**config.mk**
```make
export PLATFORM = sky130hd
export DESIGN_NAME = vtcmp_unit
export DESIGN_NICKNAME = d
export VERILOG_FILES = /design/src/rtl/vtcmp_pkg.sv /design/src/rtl/vtcmp_access.sv /design/src/rtl/vtcmp_cmpreg.sv /design/src/rtl/vtcmp_irq.sv /design/src/rtl/vtcmp_unit.sv
export SDC_FILE = /design/constraint.sdc
export NUM_CORES = 1
export LEC_CHECK = 0
export BUFFER_PORTS_ARGS = -buffer_cell sky130_fd_sc_hd__buf_4
export CORE_ASPECT_RATIO = 2
export CORE_MARGIN = 5
export CORE_UTILIZATION = 28
export CTS_CLUSTER_DIAMETER = 60
export CTS_CLUSTER_SIZE = 28
export DETAILED_ROUTE_END_ITERATION = 6
export PLACE_DENSITY_LB_ADDON = 0.2
export SYNTH_ARGS = -nofsm -noshare
export SYNTH_HDL_FRONTEND = slang
export SYNTH_SLANG_ARGS = --single-unit
```
**constraint.sdc**
```tcl
create_clock -name clk -period 6.05 [get_ports clk]
set_clock_uncertainty 0.15 [all_clocks]
set_input_delay 0.605 -clock clk [delete_from_list [all_inputs] [get_ports clk]]
set_output_delay 0.605 -clock clk [all_outputs]
set_load 0.02 [all_outputs]
```
**src/rtl/vtcmp_pkg.sv**
```systemverilog
package vtcmp_pkg;

    localparam int unsigned ADDR_W = 12;
    localparam int unsigned TIME_W = 64;
    localparam int unsigned HALF_W = TIME_W / 2;

    localparam logic [ADDR_W-1:0] A_SUP_LO = 12'h14D;
    localparam logic [ADDR_W-1:0] A_SUP_HI = 12'h15D;
    localparam logic [ADDR_W-1:0] A_GST_LO = 12'h24D;
    localparam logic [ADDR_W-1:0] A_GST_HI = 12'h25D;

    localparam logic [1:0] PRIV_MACHINE = 2'd3;

    typedef enum logic [1:0] {
        FLT_NONE = 2'd0,
        FLT_ILL  = 2'd1,
        FLT_VIRT = 2'd2
    } fault_e;

    typedef struct packed {
        logic   hit;
        logic   guest;
        logic   hi;
        logic   xl32;
        fault_e fault;
    } acc_dec_t;

    typedef struct packed {
        logic full;
        logic lo;
        logic hi;
    } wr_sel_t;

    function automatic logic [TIME_W-1:0] pick_half(
        input logic [TIME_W-1:0] v,
        input logic              xl32,
        input logic              hi
    );
        logic [TIME_W-1:0] r;
        if (!xl32)
            r = v;
        else if (hi)
            r = {{HALF_W{1'b0}}, v[TIME_W-1:HALF_W]};
        else
            r = {{HALF_W{1'b0}}, v[HALF_W-1:0]};
        return r;
    endfunction

endpackage

```
**src/rtl/vtcmp_access.sv**
```systemverilog
module vtcmp_access
    import vtcmp_pkg::*;
(
    input  logic              valid_i,
    input  logic [ADDR_W-1:0] addr_i,
    input  logic [1:0]        priv_i,
    input  logic              virt_i,
    input  logic              xl32_i,
    input  logic              ext_en_i,
    input  logic              tsrc_ok_i,
    input  logic              m_tm_i,
    input  logic              m_ce_i,
    input  logic              h_tm_i,
    input  logic              h_ce_i,
    output acc_dec_t          dec_o
);

    logic sup_lo, sup_hi, gst_lo, gst_hi;
    logic any_sup, any_gst;
    logic m_ok, h_ok;

    assign sup_lo  = (addr_i == A_SUP_LO);
    assign sup_hi  = (addr_i == A_SUP_HI);
    assign gst_lo  = (addr_i == A_GST_LO);
    assign gst_hi  = (addr_i == A_GST_HI);
    assign any_sup = sup_lo | sup_hi;
    assign any_gst = gst_lo | gst_hi;
    assign m_ok    = m_tm_i & m_ce_i;
    assign h_ok    = h_tm_i & h_ce_i;

    always_comb begin
        dec_o.hit   = valid_i & (any_sup | any_gst);
        dec_o.guest = any_gst | (any_sup & virt_i);
        dec_o.hi    = sup_hi | gst_hi;
        dec_o.xl32  = xl32_i;
        dec_o.fault = FLT_NONE;
        if (dec_o.hit) begin
            if (!ext_en_i || !tsrc_ok_i)
                dec_o.fault = FLT_ILL;
            else if (dec_o.hi && !xl32_i)
                dec_o.fault = FLT_ILL;
            else if (priv_i == PRIV_MACHINE)
                dec_o.fault = FLT_NONE;
            else if (!m_ok)
                dec_o.fault = FLT_ILL;
            else if (dec_o.guest && !h_ok)
                dec_o.fault = FLT_VIRT;
        end
    end

endmodule

```
**src/rtl/vtcmp_cmpreg.sv**
```systemverilog
module vtcmp_cmpreg #(
    parameter int unsigned W = 64
) (
    input  logic                 clk,
    input  logic                 rst,
    input  vtcmp_pkg::wr_sel_t   wsel_i,
    input  logic [W-1:0]         wdata_i,
    input  logic [W-1:0]         now_i,
    output logic [W-1:0]         cmp_o,
    output logic                 pend_o
);

    localparam int unsigned H = W / 2;

    logic [W-1:0] cmp_q;

    always_ff @(posedge clk) begin
        if (rst)
            cmp_q <= '0;
        else if (wsel_i.full)
            cmp_q <= wdata_i;
        else if (wsel_i.lo)
            cmp_q[H-1:0] <= wdata_i[H-1:0];
        else if (wsel_i.hi)
            cmp_q[W-1:H] <= wdata_i[H-1:0];
    end

    assign cmp_o  = cmp_q;
    assign pend_o = (now_i >= cmp_q);

endmodule

```
**src/rtl/vtcmp_irq.sv**
```systemverilog
module vtcmp_irq #(
    parameter int unsigned PW      = 64,
    parameter int unsigned GEIP_W  = 8,
    parameter int unsigned GEIN_W  = 6,
    parameter int unsigned VST_BIT = 6,
    parameter int unsigned VSE_BIT = 10
) (
    input  logic [PW-1:0]     pend_word_i,
    input  logic              vstip_i,
    input  logic [GEIP_W-1:0] geip_i,
    input  logic [GEIN_W-1:0] vgein_i,
    input  logic [PW-1:0]     ie_i,
    output logic [PW-1:0]     irq_o
);

    logic          vseip;
    logic [PW-1:0] inject;

    always_comb begin
        vseip = 1'b0;
        for (int k = 1; k < GEIP_W; k++) begin
            if (vgein_i == GEIN_W'(k))
                vseip = geip_i[k];
        end
    end

    always_comb begin
        inject          = '0;
        inject[VST_BIT] = vstip_i;
        inject[VSE_BIT] = vseip;
    end

    assign irq_o = (pend_word_i | inject) & ie_i;

endmodule

```
**src/rtl/vtcmp_unit.sv**
```systemverilog
module vtcmp_unit
    import vtcmp_pkg::*;
#(
    parameter int unsigned PW      = 64,
    parameter int unsigned GEIP_W  = 8,
    parameter int unsigned GEIN_W  = 6,
    parameter int unsigned VST_BIT = 6,
    parameter int unsigned VSE_BIT = 10
) (
    input  logic              clk,
    input  logic              rst,
    input  logic [63:0]       time_i,
    input  logic [63:0]       toffs_i,
    input  logic              ext_en_i,
    input  logic              tsrc_ok_i,
    input  logic              m_cnt_tm_i,
    input  logic              m_env_ce_i,
    input  logic              h_cnt_tm_i,
    input  logic              h_env_ce_i,
    input  logic              acc_valid_i,
    input  logic              acc_we_i,
    input  logic [11:0]       acc_addr_i,
    input  logic [63:0]       acc_wdata_i,
    input  logic [1:0]        acc_priv_i,
    input  logic              acc_virt_i,
    input  logic              acc_xl32_i,
    output logic [63:0]       acc_rdata_o,
    output logic [1:0]        acc_fault_o,
    input  logic [PW-1:0]     pend_word_i,
    input  logic [PW-1:0]     ie_i,
    input  logic [GEIP_W-1:0] geip_i,
    input  logic [GEIN_W-1:0] vgein_i,
    output logic              stip_o,
    output logic              vstip_o,
    output logic [PW-1:0]     irq_pend_o
);

    localparam int unsigned NREG = 2;   // index 0 supervisor, 1 guest

    acc_dec_t         dec;
    logic             wr_ok;
    logic [TIME_W-1:0] now_v  [NREG];
    logic [TIME_W-1:0] cmp_v  [NREG];
    logic              pend_v [NREG];
    wr_sel_t           wsel_v [NREG];
    logic [TIME_W-1:0] sel_cmp;
    logic [TIME_W-1:0] s_cmp_w, g_cmp_w;

    vtcmp_access u_access (
        .valid_i   (acc_valid_i),
        .addr_i    (acc_addr_i),
        .priv_i    (acc_priv_i),
        .virt_i    (acc_virt_i),
        .xl32_i    (acc_xl32_i),
        .ext_en_i  (ext_en_i),
        .tsrc_ok_i (tsrc_ok_i),
        .m_tm_i    (m_cnt_tm_i),
        .m_ce_i    (m_env_ce_i),
        .h_tm_i    (h_cnt_tm_i),
        .h_ce_i    (h_env_ce_i),
        .dec_o     (dec)
    );

    assign wr_ok    = dec.hit & acc_we_i & (dec.fault == FLT_NONE);
    assign now_v[0] = time_i;
    assign now_v[1] = time_i + toffs_i;

    for (genvar i = 0; i < NREG; i++) begin : g_reg
        logic tgt;
        assign tgt = (i == 1) ? dec.guest : ~dec.guest;

        always_comb begin
            wsel_v[i].full = wr_ok & tgt & ~dec.xl32;
            wsel_v[i].lo   = wr_ok & tgt &  dec.xl32 & ~dec.hi;
            wsel_v[i].hi   = wr_ok & tgt &  dec.xl32 &  dec.hi;
        end

        vtcmp_cmpreg #(.W(TIME_W)) u_cmp (
            .clk     (clk),
            .rst     (rst),
            .wsel_i  (wsel_v[i]),
            .wdata_i (acc_wdata_i),
            .now_i   (now_v[i]),
            .cmp_o   (cmp_v[i]),
            .pend_o  (pend_v[i])
        );
    end

    assign s_cmp_w = cmp_v[0];
    assign g_cmp_w = cmp_v[1];
    assign sel_cmp = dec.guest ? g_cmp_w : s_cmp_w;

    always_comb begin
        acc_rdata_o = '0;
        if (dec.hit && dec.fault == FLT_NONE)
            acc_rdata_o = pick_half(sel_cmp, dec.xl32, dec.hi);
    end

    assign acc_fault_o = dec.fault;
    assign stip_o      = pend_v[0];
    assign vstip_o     = pend_v[1];

    vtcmp_irq #(
        .PW      (PW),
        .GEIP_W  (GEIP_W),
        .GEIN_W  (GEIN_W),
        .VST_BIT (VST_BIT),
        .VSE_BIT (VSE_BIT)
    ) u_irq (
        .pend_word_i (pend_word_i),
        .vstip_i     (pend_v[1]),
        .geip_i      (geip_i),
        .vgein_i     (vgein_i),
        .ie_i        (ie_i),
        .irq_o       (irq_pend_o)
    );

endmodule

```
# After elaboration in Yosys (flattened, before gate mapping)
# Index checks and enable logic that the tools add are counted.
# Widths: inputs -> output; s select.
# word_totals
reg_bits,128
inputBits,360
output_inout_bits,132
elab_cells,87
# op_classes
addsub,1
order_cmp,2
n_eq_ne,14
muxes,25
bitwise,26
reduce_logical,15
# op_table
cell,count
$mux 64,5
$mux 32,7
$ge 64x64->1,2
$add 64x64->64,1
$and 64x64->64,1
$or 64x11->64,1
$eq 12x10->1 const B,2
$eq 12x9->1 const B,2
$eq 6x3->1 const B,4
$and 1x1->1,16
$eq 6x2->1 const B,2
$mux 2,6
$reduce_bool 2->1,4
$mux 1,7
$eq 6x1->1 const B,1
$or 1x1->1,5
$logic_not 1->1,4
$ne 2x1->1 const B,2
$reduce_and 2->1,2
$logic_and 1x1->1,3
$not 1->1,3
$eq 2x2->1 const B,1
$logic_not 2->1,1
$logic_or 1x1->1,1

# Longest topological paths before layout
# Gate-level depths: netlist (run 1).
# logic_depth
depth_word,19
depth_mapped,22
depth_no_buf,22

# Hierarchy
# From an unflattened synthesis (run 1), not the netlist that was laid out.
# unflattened
hier_cells,1959
hier_area_um2,14076.0
# by_module_without_submodules
module,instances,cells_each,area_per_inst_um2
vtcmp_cmpreg,2,576,4065.1
vtcmp_unit,1,715,5331.4
vtcmp_irq,1,72,480.5
vtcmp_access,1,20,133.9

# Least setup slack after synthesis (run 1)
# No wires, ideal clock.
# synth_timing
path_kind,input to output
from,in time_i[8]
to,out irq_pend_o[6]
arrival_ps,4906
required_ps,5295
path_slack_ps,389
cell_stages,21
cell_sequence,ha_1 > buf_2 > a21oi_1 > o21ai_1 > a211oi_2 > o31ai_1 > a21oi_1 > o221a_2 > a31oi_2 > a221oi_1 > xnor2_1 > ha_1 > a21o_1 > a21o_1 > a21o_1 > a21oi_1 > o21ai_0 > a311oi_1 > o2111a_1 > nor4_1 > o21a_1
# synth_between
elab_chain_len,4
# synth_rtl
item,line,text
start: declaration,vtcmp_unit.sv:12,"input logic [63:0] time_i,"
$add 64x64->64,vtcmp_unit.sv:66,assign now_v[1] = time_i + toffs_i;
$ge 64x64->1,vtcmp_cmpreg.sv:29,assign pend_o = (now_i >= cmp_q);
net vstip_o,vtcmp_unit.sv:34,"output logic vstip_o,"
$or 64x11->64,vtcmp_irq.sv:33,assign irq_o = (pend_word_i | inject) & ie_i;
$and 64x64->64,vtcmp_irq.sv:33,
end: declaration,vtcmp_unit.sv:35,output logic [PW-1:0] irq_pend_o
# The timed path passes the listed nets, and every way through them passes these cells.

# Worst setup path in the final report (run 1)
# layout_timing
from,in time_i[0]
to,out irq_pend_o[6]
# layout_between
elab_chain_len,4
# layout_rtl
item,line
$add 64x64->64,vtcmp_unit.sv:66
$ge 64x64->1,vtcmp_cmpreg.sv:29
$or 64x11->64,vtcmp_irq.sv:33
$and 64x64->64,vtcmp_irq.sv:33
# Every way passes these cells.

==> results of run 1 <==
==> routing by layer <==
layer	GRT usage [%]	share of wire [%]
met4	19.5	9.0
met2	54.7	54
met3	4.29	5.5
met1	25.1	31
met5	0	0
==> area by class of cell <==
cell class,count,area (sq um),share of cell area [%]
Clock buffer,20,447,2.20
Multi-Input combinational cell,1511,10700,52.6
Clock inverter,12,181,0.896
Timing Repair Buffer,666,5010,24.7
Tap cell,643,805,3.97
Sequential cell,128,2560,12.6
Antenna cell,7,17.5,0.0865
Inverter,155,582,2.87
==> report_power, final <==
part	switching (mW)	total (mW)	internal [mW]	leakage, nW
sequential	0.00000831	0.843	0.843	1.03
clock	0.416	1.12	0.704	0.305
combinational	0.765	1.46	0.696	7.33
==> layout by cell type, fill, tap and decap left out, drive strengths merged, types with 4 or more instances in the layout <==
master	count
a2111oi	5
a211o	5
a211oi	12
a21o	64
a21oi	198
a221o	4
a31oi	21
a41oi	5
and2	99
and3	4
and4	9
buf	666
bufinv	4
clkbuf	20
clkinv	5
dfxtp	128
diode	7
ha	191
inv	157
mux4	33
nand2	321
nand2b	13
nand3	16
nand4	42
nor2	158
nor2b	18
nor3	16
nor4	9
o2111ai	4
o211ai	8
o21a	4
o21ai	63
o21bai	14
o31ai	66
xnor2	41
xor2	21
==> kinds of logic (layout without fill, tap and decap cells) <==
logic type | count (synthesis) | in the layout | synth area share [%]
AOI/OAI and AO/OA | 499 | 499 | 22.9
xor gates and xnor gates | 62 | 62 | 3.92
adders and majority gates | 192 | 192 | 17.4
buffers and inverters | 254 | 853 | 7.24
DFF | 128 | 128 | 18.5
muxes | 34 | 34 | 5.45
other | 0 | 7 | 0
and+or+nand+nor | 724 | 724 | 24.6
==> worst max path at each step <==
stage / startpoint / endpoint / slack (ns) / cells past startpoint
detailed placement: time_i[0] / irq_pend_o[6] / -0.26 / 27
finish: time_i[0] / irq_pend_o[6] / 0.13 / 27
CTS: time_i[0] / irq_pend_o[6] / 0.02 / 27
global placement: time_i[0] / irq_pend_o[6] / -0.21 / 27
floorplan: time_i[8] / irq_pend_o[6] / 0.39 / 21
global route: time_i[0] / irq_pend_o[6] / -0.01 / 24
==> per-stage QoR <==
stage	setup TNS, ns	area [sq um]	utilization [%]	setup slack (ns)
floorplan	0	13800	-	0.389
global placement	-0.316	19300	39.3	-0.206
detailed placement	-0.390	19300	39.3	-0.260
CTS	0	20000	40.8	0.0158
global route	-0.0142	20300	41.3	-0.0142
finish	0	20300	41.3	0.135
==> tightest hold or removal path, cell delays in order <==
cell and delay [ns]:
buf_4 0.12, nand2_1 0.05, a21oi_1 0.05
==> what timing repair did <==
item                                    CTS  global route
resized for setup                        20            44
pin swaps                                13            27
buffers inserted                          0             1
endpoints found under the setup margin    2             2
==> flow_summary.json, run 1 <==
{
  "die_area_sq_um": 54200,
  "cts_sinks": 128,
  "slowest_delay_ns": 0.38,
  "grt_max_degree": 68,
  "port_buffers": 490,
  "fin_crit_sh_pct": 97.8,
  "drtIter0Drc": 1034,
  "tightest_slew_ns": 1.18,
  "whs_path_depth": 3,
  "grt_pass1_vias": 17500,
  "hold_end": "g_reg[0].u_cmp.cmp_o[23]",
  "leakagePower_nw": 8.66,
  "core_sq_um": 49100,
  "cts_tree": "yes",
  "drc": 0,
  "drv_cap": 0,
  "die_h_um": 324,
  "synth_most_common_cell": "nand2_1",
  "place_congestion": 1.06,
  "status": "complete, no violations",
  "drv_slew": 0,
  "htree_num_levels": 4,
  "max_slew_margin_pct": 21.1,
  "detail_route.wl_per_cell_um": 25.2,
  "synth-seq-area-share_pct": 18.5,
  "cts_buffers": 17,
  "syn_area_per_cell_sq_um": 7.31,
  "placed_cells": 3103,
  "ys_types": 76,
  "r2r_start": "g_reg[0].u_cmp.cmp_o[40]",
  "r2r_cells": 2,
  "synth.largest_area_cell": "dfxtp_1",
  "cts_hold_buf": 0,
  "hold_ws_ns": 0.291,
  "hpwlAfterDp_mm": 67.3,
  "ant_nets": 0,
  "grt_use_total_pct": 27.7,
  "netlist_area_sq_um": 13800,
  "reg2reg_to": "g_reg[0].u_cmp.cmp_o[40]",
  "ios": 492,
  "fillerInstances": 5131,
  "start_util_pct": 28.2,
  "rows": 115,
  "fin_cells": 3142,
  "syn_inst": 1893,
  "synthFlopType": "dfxtp_1",
  "critPathCaptureType": "output pin",
  "synth_edf_count": 0,
  "r2r_slack_ns": 5.05,
  "worst_skew_pair.late_latency_ns": 0.43,
  "max_freq_mhz": 169,
  "netlist_top_cells_area": "dfxtp_1 (19%), ha_1 (17%), nand2_1 (8.7%)",
  "path_delay_family": "compound AO/OA/AOI/OAI gates",
  "ir_drop_mv": 0.199,
  "final_nets": 3031,
  "largest_reg_flops": 128,
  "wl_mm": 79.3,
  "critPathLaunchType": "primary input",
  "area_growth_pct": 46.4,
  "crit_required_ns": 5.29,
  "synth_common_cells": "nand2_1 (321), a21oi_1 (194), ha_1 (191), nor2_1 (158), inv_1 (155)",
  "ctsRootBufferMaster": "clkbuf_16",
  "crit_fanout": 2,
  "vias": 16700,
  "dr.pass1.iters": 5,
  "crit_buf_inv": 6,
  "finalSetupViolCount": 0,
  "hold_violations": 0,
  "yosysTopAreaCellShare_pct": 18.5,
  "hp-class": "in2reg",
  "yosys_warnings": 0,
  "drive_gt1_share_pct": 31.9,
  "clk_pin_slew_ns": 0.06,
  "critPathSlowestCell": "fa_2",
  "min_period_ns": 5.92,
  "powerDensity_nw_per_um2": 169,
  "grt_antenna_before_repair": 7,
  "hold_start": "acc_wdata_i[23]",
  "syn_nets": 2445,
  "viasPerCell": 5.32,
  "die_w_um": 167,
  "grt_overflow": 0,
  "yosys_register_bits": 128,
  "cp.arrival_ns": 5.16,
  "grt_pass1_wl_mm": 112,
  "synthArstFlopShare_pct": 0,
  "worstSetupPathType": "in2out",
  "power_mw": 3.42,
  "clock_path_buffers": 2
}
Power figures use the tool's default switching activity.
==> run 2, diff against run 1 <==
--- a/config.mk
+++ b/config.mk
@@ -12,7 +12,9 @@
 export CTS_CLUSTER_DIAMETER = 60
 export CTS_CLUSTER_SIZE = 28
 export DETAILED_ROUTE_END_ITERATION = 6
+export HOLD_SLACK_MARGIN = 0.12
 export PLACE_DENSITY_LB_ADDON = 0.2
 export SYNTH_ARGS = -nofsm -noshare
 export SYNTH_HDL_FRONTEND = slang
+export SYNTH_HIERARCHICAL = 1
 export SYNTH_SLANG_ARGS = --single-unit
==> flow_summary.json, run 2 <==
{
  "critPathSlowestCell": "or4_4",
  "cts_buffers": 17,
  "synth_simple_gate_area_share_pct": 23.9,
  "grt_pass1_vias": 17200,
  "switchingPower_mw": 1.11,
  "clock_path_buffers": 2,
  "multiInputGateArea_sq_um": 11100,
  "worstSetupPathType": "in2out",
  "r2r_cells": 6,
  "ctsRootBufferMaster": "clkbuf_16",
  "max_slew_margin_pct": 24.7,
  "synth_fa_ha_area_share_pct": 17.1,
  "viasPerCell": 5.12,
  "synth-seq-area-share_pct": 18.2,
  "yosys_warnings": 6,
  "fin_crit_sh_pct": 101,
  "port_buffers": 490,
  "syn_inst": 1959,
  "fillerInstances": 5199,
  "cts_sinks": 128,
  "fin_ws_ns": -0.0668,
  "synthArstFlopShare_pct": 0,
  "rows": 116,
  "final_nets": 3137,
  "hp-class": "in2reg",
  "synth_top_family_by_area": "simple AND/OR/NAND/NOR gates",
  "drive_gt1_share_pct": 33.1,
  "power_frac_seq_pct": 25.4,
  "regArea_sq_um": 2560,
  "ys_types": 78,
  "synthMuxAreaShare_pct": 7.64,
  "finalSetupViolCount": 2,
  "final_common_cell": "buf_4",
  "netlist_area_sq_um": 14100,
  "max_freq_mhz": 163,
  "r2r_slack_ns": 4.68,
  "synth_edf_count": 0,
  "synth-compound-area-share_pct": 22.2,
  "detail_route.wl_per_cell_um": 23.7,
  "dpl_worst_slack_ns": -0.437,
  "placed_area_sq_um": 19800,
  "fin_area_sq_um": 21000,
  "die_w_um": 169,
  "clk_pin_slew_ns": 0.07,
  "power_mw": 3.32,
  "status": "complete, but fails checks",
  "drv_slew": 0,
  "ant_nets": 0,
  "violations": "setup timing",
  "drtIter0Drc": 872,
  "die_area_sq_um": 55100,
  "hold_violations": 0,
  "min_period_ns": 6.12,
  "synth.largest_area_cell": "dfxtp_1",
  "synthFlopType": "dfxtp_1",
  "cp.arrival_ns": 5.36,
  "ios": 492,
  "crit_required_ns": 5.29,
  "worst_skew_pair.late_latency_ns": 0.43,
  "hold_ws_ns": 0.260,
  "whs_path_depth": 3,
  "tightest_slew_ns": 1.13,
  "critPathCaptureType": "output pin",
  "hold_end": "g_reg[1].u_cmp/cmp_o[48]",
  "largest_reg_flops": 128,
  "grt_setup_unrepaired": "yes",
  "ir_drop_mv": 0.171,
  "final_cell_mix": "buf_4 (701), a21oi_1 (300), nor2_1 (278)",
  "path_cells": "buf_4 > ha_4 > nand4_4 > buf_4 > nor3_4 > a311oi_4 > o41ai_4 > a41oi_4 > o21ai_4 > buf_6 > a21oi_2 > xnor2_1 > ha_1 > nand4_1 > or4_4 > or3_4 > or4_4 > o21ai_4 > o21a_1 > buf_6",
  "wl_mm": 77.2,
  "powerDensity_nw_per_um2": 158,
  "die_h_um": 327,
  "r2r_start": "g_reg[0].u_cmp/cmp_o[57]",
  "leakagePower_nw": 9.12,
  "netlist_top_cells_area": "dfxtp_1 (18%), ha_1 (17%), a21oi_1 (11%)",
  "pwr-share-clk_pct": 33.0,
  "swShare_pct": 33.5,
  "internal-power_mw": 2.21,
  "place_congestion": 0.941,
  "grt_antenna_before_repair": 15,
  "cts_hold_buf": 0,
  "cts_tree": "yes",
  "syn_area_per_cell_sq_um": 7.19,
  "htree_num_levels": 4,
  "core_sq_um": 49900,
  "slowest_delay_ns": 0.54,
  "dr.pass1.iters": 5,
  "p_comb_share_pct": 41.6,
  "grt_overflow": 0,
  "synth_common_cells": "a21oi_1 (315), nor2_1 (284), nand2_1 (215), ha_1 (191), inv_1 (151)",
  "synth_most_common_cell": "a21oi_1",
  "grt_use_total_pct": 26.8,
  "area_growth_pct": 49.3,
  "crit_fanout": 4,
  "hpwlAfterDp_mm": 65.5,
  "synth_xor_area_share_pct": 3.92,
  "yosys_register_bits": 128,
  "reg2reg_to": "g_reg[0].u_cmp/cmp_o[57]",
  "grt_max_degree": 78,
  "drv_cap": 0,
  "syn_nets": 2511,
  "start_util_pct": 28.2,
  "grt_pass1_wl_mm": 109,
  "hold_start": "acc_wdata_i[48]",
  "critPathLaunchType": "primary input",
  "drc": 0,
  "vias": 16700,
  "yosysTopAreaCellShare_pct": 18.2
}
run 2: cell types whose count changed in the layout (fill, tap and decap cells not counted), moves of 14 or more:
cell / change
nand3_1: +14
nand2_1: -108
a21o_1: -23
a21oi_1: +112
buf_4: +37
o31ai_1: -61
and2_1: -35
mux2i_1: +34
nor2_1: +121
nor2b_1: +21
ha_4: +14
run 2: cells by family after synthesis:
family / after synthesis
adders and majority gates: 192
AOI/OAI and AO/OA: 517
DFF: 128
and+or+nand+nor: 736
xor gates and xnor gates: 63
buffers and inverters: 256
muxes: 67
run 2: layer usage:
metal	global-route usage [%]	wire length (um)	vias up
li1	-	-	8083
met1	23.6	23400	7688
met2	53.0	42500	739
met3	5.55	5590	166
met4	17.7	5690	6
met5	0	32	-
run 2: how the worst max path moves through the flow:
stage                from            end  depth (start not counted)
5_1_grt        time_i[10]  irq_pend_o[6]                         20
4_1_cts        toffs_i[4]  irq_pend_o[6]                         23
3_3_place_gp   time_i[35]  irq_pend_o[6]                         19
3_5_place_dp   time_i[10]  irq_pend_o[6]                         22
2_1_floorplan   time_i[0]  irq_pend_o[6]                         18
6_report       time_i[10]  irq_pend_o[6]                         20
run 2: critical path: cells and delay by family:
kind / cells / cell delay, ns
adder cells (fa/ha/maj): 2 / 0.60
AND/OR/NAND/NOR: 6 / 1.87
AO/OA/AOI/OAI: 7 / 1.60
XOR/XNOR: 1 / 0.13
buffers and inverters: 4 / 0.54
run 2: power groups by stage:
stage	Clock (mW)	Sequential, mW	Combinational [mW]
final	1.09	0.843	1.38
after global routing	1.14	0.843	1.51
after CTS	1.10	0.843	1.37
after detailed placement	0	0.862	1.30
after global placement	0	0.862	1.28
after floorplan	0	0.862	0.650
run 2: what timing repair did:
action / CTS / global route
pin swaps: 45 / 6
setup buffers: 7 / 4
setup endpoints to repair: 2 / 2
resized for setup: 68 / 11
run 2: final cells by class:
type                            count  area share (%)
Timing Repair Buffer              711            25.6
Multi-Input combinational cell   1575            52.6
Sequential cell                   128            12.2
Antenna cell                       14           0.167
Clock buffer                       20            2.08
Clock inverter                     10           0.780
Inverter                          152            2.71
Tap cell                          649            3.86
run 2: per-stage QoR:
| stage | util [%] | TNS, ns | cells |
|---|---|---|---|
| 2_1_floorplan | - | 0 | 1959 |
| 3_3_place_gp | 39.7 | -0.658 | 3205 |
| 3_5_place_dp | 39.7 | -0.772 | 3205 |
| 4_1_cts | 41.9 | -0.0288 | 3241 |
| 5_1_grt | 42.1 | -0.358 | 3254 |
| 6_report | 42.1 | -0.0719 | 3259 |
